$ cat config.mk
export PLATFORM = sky130hd
export DESIGN_NAME = dual_steer
export DESIGN_NICKNAME = d
export VERILOG_FILES = /design/src/rtl/dual_steer_pkg.sv /design/src/rtl/steer_decode.sv /design/src/rtl/steer_pick.sv /design/src/rtl/dual_steer.sv
export SDC_FILE = /design/constraint.sdc
export NUM_CORES = 1
export LEC_CHECK = 0
export ABC_AREA = 0
export BUFFER_PORTS_ARGS = -buffer_cell sky130_fd_sc_hd__buf_2
export CORE_AREA = 3 3 40 42
export DETAILED_ROUTE_END_ITERATION = 6
export DIE_AREA = 0 0 43 45
export GPL_TIMING_DRIVEN = 0
export PLACE_DENSITY = 0.78
export SLEW_MARGIN = 20
export SYNTH_ARGS = -nofsm -noshare
export SYNTH_HDL_FRONTEND = slang
export SYNTH_SLANG_ARGS = --single-unit
$ cat constraint.sdc
create_clock -name vclk -period 1.6
set_clock_uncertainty 0.05 [all_clocks]
set_input_delay 0.16 -clock vclk [all_inputs]
set_output_delay 0.16 -clock vclk [all_outputs]
set_load 0.005 [all_outputs]
$ cat src/rtl/dual_steer_pkg.sv
package dual_steer_pkg;
  parameter int CLS_W  = 4;
  parameter int PIPE_N = 4;

  localparam int P_CX = 0;
  localparam int P_SX = 1;
  localparam int P_LS = 2;
  localparam int P_FP = 3;

  typedef logic [PIPE_N-1:0] pmask_t;

  localparam pmask_t M_CX = pmask_t'(1) << P_CX;
  localparam pmask_t M_SX = pmask_t'(1) << P_SX;
  localparam pmask_t M_LS = pmask_t'(1) << P_LS;
  localparam pmask_t M_FP = pmask_t'(1) << P_FP;

  typedef enum logic [CLS_W-1:0] {
    C_SIMPLE = 4'd0,
    C_MUL    = 4'd1,
    C_DIV    = 4'd2,
    C_BRSPR  = 4'd3,
    C_LOAD   = 4'd4,
    C_STORE  = 4'd5,
    C_RESV   = 4'd6,
    C_SYNC   = 4'd7,
    C_ISYNC  = 4'd8,
    C_FP     = 4'd9,
    C_FDIV   = 4'd10
  } cls_e;
endpackage

$ cat src/rtl/steer_decode.sv
module steer_decode
  import dual_steer_pkg::*;
#(
  parameter int SLOT = 0
) (
  input  logic [CLS_W-1:0] cls_i,
  output pmask_t           need_o,
  output logic             flex_o,
  output logic             ok_o
);
  always_comb begin
    need_o = '0;
    flex_o = 1'b0;
    ok_o   = 1'b1;
    case (cls_i)
      C_SIMPLE:              flex_o = 1'b1;
      C_MUL, C_DIV, C_BRSPR: need_o = M_CX;
      C_LOAD, C_STORE, C_SYNC: need_o = M_LS;
      C_RESV: begin
        need_o = M_CX | M_LS;
        ok_o   = (SLOT == 0);
      end
      C_ISYNC:               need_o = M_CX | M_LS | M_FP;
      C_FP, C_FDIV:          need_o = M_FP;
      default:               ok_o   = 1'b0;
    endcase
  end
endmodule

$ cat src/rtl/steer_pick.sv
module steer_pick
  import dual_steer_pkg::*;
(
  input  logic [1:0] vld_i,
  input  pmask_t     need0_i,
  input  pmask_t     need1_i,
  input  logic       flex0_i,
  input  logic       flex1_i,
  input  logic       ok0_i,
  input  logic       ok1_i,
  input  pmask_t     busy_i,
  output logic [1:0] gnt_o,
  output pmask_t     sel0_o,
  output pmask_t     sel1_o
);
  pmask_t free0, free1, pick0, pick1;
  logic   s1_bound_cx;

  always_comb begin
    free0       = ~busy_i;
    // younger slot is pinned to the complex pipe: let a flexible slot 0 yield
    s1_bound_cx = vld_i[1] & ok1_i & ~flex1_i & need1_i[P_CX];

    if (flex0_i) begin
      if (free0[P_CX] && !(s1_bound_cx && free0[P_SX])) pick0 = M_CX;
      else if (free0[P_SX])                             pick0 = M_SX;
      else                                              pick0 = '0;
      gnt_o[0] = vld_i[0] & ok0_i & (pick0 != '0);
    end else begin
      pick0    = need0_i;
      gnt_o[0] = vld_i[0] & ok0_i & ((need0_i & busy_i) == '0);
    end
    sel0_o = gnt_o[0] ? pick0 : '0;

    free1 = ~busy_i & ~sel0_o;
    if (flex1_i) begin
      if (free1[P_CX])      pick1 = M_CX;
      else if (free1[P_SX]) pick1 = M_SX;
      else                  pick1 = '0;
      gnt_o[1] = gnt_o[0] & vld_i[1] & ok1_i & (pick1 != '0);
    end else begin
      pick1    = need1_i;
      gnt_o[1] = gnt_o[0] & vld_i[1] & ok1_i & ((need1_i & ~free1) == '0);
    end
    sel1_o = gnt_o[1] ? pick1 : '0;
  end
endmodule

$ cat src/rtl/dual_steer.sv
module dual_steer
  import dual_steer_pkg::*;
(
  input  logic             clk_i,
  input  logic             rst_ni,
  input  logic [1:0]       vld_i,
  input  logic [CLS_W-1:0] cls0_i,
  input  logic [CLS_W-1:0] cls1_i,
  input  logic [PIPE_N-1:0] busy_i,
  output logic [1:0]       gnt_o,
  output logic [PIPE_N-1:0] sel0_o,
  output logic [PIPE_N-1:0] sel1_o
);
  localparam int SLOTS = 2;

  logic [CLS_W-1:0] cls_a  [SLOTS];
  pmask_t           need_a [SLOTS];
  logic [SLOTS-1:0] flex_a, ok_a;

  assign cls_a[0] = cls0_i;
  assign cls_a[1] = cls1_i;

  for (genvar s = 0; s < SLOTS; s++) begin : g_dec
    steer_decode #(.SLOT(s)) u_dec (
      .cls_i  (cls_a[s]),
      .need_o (need_a[s]),
      .flex_o (flex_a[s]),
      .ok_o   (ok_a[s])
    );
  end

  steer_pick u_pick (
    .vld_i   (vld_i),
    .need0_i (need_a[0]),
    .need1_i (need_a[1]),
    .flex0_i (flex_a[0]),
    .flex1_i (flex_a[1]),
    .ok0_i   (ok_a[0]),
    .ok1_i   (ok_a[1]),
    .busy_i  (busy_i),
    .gnt_o   (gnt_o),
    .sel0_o  (sel0_o),
    .sel1_o  (sel1_o)
  );

  p_order_r3: assert property (@(posedge clk_i) disable iff (!rst_ni)
    gnt_o[1] |-> gnt_o[0]) else $error("slot 1 granted past stalled slot 0");

  p_disjoint_r4: assert property (@(posedge clk_i) disable iff (!rst_ni)
    (sel0_o & sel1_o) == '0) else $error("stage selected twice");

  p_no_busy_r4: assert property (@(posedge clk_i) disable iff (!rst_ni)
    ((sel0_o | sel1_o) & busy_i) == '0) else $error("busy stage selected");

  p_resv_slot0_r5: assert property (@(posedge clk_i) disable iff (!rst_ni)
    (vld_i[1] && cls1_i == C_RESV) |-> !gnt_o[1]) else $error("conditional class from slot 1");

  p_isync_r6: assert property (@(posedge clk_i) disable iff (!rst_ni)
    (gnt_o[0] && cls0_i == C_ISYNC) |-> (sel0_o == (M_CX | M_LS | M_FP)))
    else $error("isync stage set");

  p_unknown_r8: assert property (@(posedge clk_i) disable iff (!rst_ni)
    (vld_i[0] && cls0_i > C_FDIV) |-> !gnt_o[0]) else $error("unassigned class granted");

  p_idle_r9: assert property (@(posedge clk_i) disable iff (!rst_ni)
    !gnt_o[0] |-> (sel0_o == '0 && sel1_o == '0)) else $error("select without grant");
endmodule

==> results.cfg <==
[power]
p_int_uw = 131
pwr-share-seq_pct = 0
power.density_mw_per_mm2 = 261
power_frac_comb_pct = 100.0
p_sw_uw = 130
switching_share_pct = 49.8
vdd_drop_max_mv = 0.124
clkPwrFrac_pct = 0
p_leak_uw = 0.000456

[setup_path]
crit_required_ns = 1.39
startpoint_type = input pin
cp-end-kind = primary output
worst-path-max-fanout = 5
path_class = input pin to primary output
arrival_ns = 1.65

[route]
wirelength_mm = 2.19
drc = 0
drt_iter0_drc = 12
dr.pass1.iters = 4
antenna_left = 0
vias = 796
routedWlPerCell_um = 16.1
routed_via_density = 5.85

[timing]
period_share_pct = 116
tightest_slew_ns = 0.439
max_slew_margin_pct = 70.3
maxSlewViolCount = 0
hold_viol = 0
fin_ws_ns = -0.261
max_freq_mhz = 537
holdWs_ns = 0.675
min_period_ns = 1.86
setup_violations = 9
rsz0062_at_grt = yes

[die]
die_x_um = 43
coreArea_mm2 = 0.00128
rows = 13
start_util_pct = 45.7
die_area_mm2 = 0.00194
io-pin-count = 26
die_h_um = 45

[global_route]
grt_max_degree = 10
grt_overflow = 0
antenna_found_initial = 0
first_global_vias = 744
track_usage_pct = 22.3
grt_pass1_wl_mm = 3.44

[cells_and_area]
antennaDiodeCount = 0
fin_cells = 136
seq_area_um2 = 0
clock_buffers = 0
final_nets = 139
drive_gt1_share_pct = 55.4
nFlopsAndLatches = 0
area_growth_pct = 70.1
fin_area_um2 = 998

[worst_hold_path]
min_path_cells = 4
hp-class = input pin to primary output

[synth]
syn_area_um2 = 587
synth_area_per_cell_um2 = 6.99
synth.most_common_cell = nor2_1
synthTopCellsByCount = nor2_1 (9), nand2_1 (7), a21oi_1 (6), nand2b_1 (6), nor3_1 (6)
yosysTopAreaCellShare_pct = 6.40
synth.distinct_cells = 37
syn-num-nets = 100
synth_top_area_cell = nand2b_1
synth_warnings = 0
synth_area_leaders = nand2b_1 (6.4%), nor2_1 (5.8%), a21oi_1 (5.1%)
ys_seq_area_share_pct = 0
synthCells = 84

[placed_design]
numPortBuffers = 20
placed_cells = 119
dpl.hpwl_mm = 1.22
placed_area_um2 = 706
routabilityCongestion = 0.841

[clock_network]
cts_hold_buf = 0

[run_status]
violations = negative setup slack
status = finished with violations

[run]
drv_cap = 0
-- layout make-up --
class / count / area [um^2]
multi-input combinational: 72 / 618
fill: 86 / 287
timing repair buffer: 37 / 279
buffer: 7 / 63.8
inverter: 5 / 18.8
tap: 15 / 18.8
-- cells in the final DEF, fill, tap and decap left out, types with 2 or more instances in the layout --
cell type and count:
o21ai_1 2, nor2b_1 3, clkbuf_2 3, nor4b_4 2, a21oi_1 5, nor2_1 8
buf_6 8, inv_1 4, a21o_1 2, buf_8 4, nor3_1 4, buf_4 13
buf_2 16, nor3_2 2, a32oi_2 2, mux2i_1 2, nand2_1 7, nand2b_1 6
-- per-layer routing --
metal	global-route usage [%]	wire length, um
met5	0	0
met1	30.5	988
met4	5.42	37
met2	37.7	1060
met3	2.39	97
-- through the flow --
step,worst slack [ns],total power (uW),util [%],TNS (ns)
floorplan,0.0299,118,-,0
global placement,-0.310,161,54.9,-1.81
detailed placement,-0.355,164,54.9,-1.97
CTS,-0.224,227,72.3,-1.29
global route,-0.341,279,77.7,-2.39
finish,-0.261,261,77.7,-1.74
-- power groups by stage --
stage / Clock (uW) / Combinational [uW] / Sequential, uW
3_5_place_dp: 0 / 164 / 0
5_1_grt: 0 / 279 / 0
6_report: 0 / 261 / 0
3_3_place_gp: 0 / 161 / 0
4_1_cts: 0 / 227 / 0
2_1_floorplan: 0 / 118 / 0
-- critical path, cell delays in order --
cell and delay, ns:
buf_6 0.09, or3b_4 0.40, o31ai_4 0.17, a32o_2 0.22, nand4_4 0.13, nor4b_4 0.31
buf_2 0.17
-- final timing paths --
kind / endpoint / from
hold / removal: sel1_o[1] / vld_i[1]
setup / recovery: sel1_o[0] / busy_i[1]
-- logic make-up after synthesis --
kind of cell / Yosys count / synth area share (%)
buffers and inverters: 12 / 9.81
AND/OR/NAND/NOR: 45 / 53.1
multiplexers: 2 / 3.41
AO/OA/AOI/OAI: 25 / 33.7
-- what timing repair did --
action | in CTS | in global routing
setup buffers | 11 | 4
endpoints found under the hold margin | 0 | 0
setup endpoints to repair | 10 | 9
resized for setup | 32 | 11
cloned | 2 | 0
pin swaps | 11 | 6
Note: power is estimated with default switching activity, not from simulation.
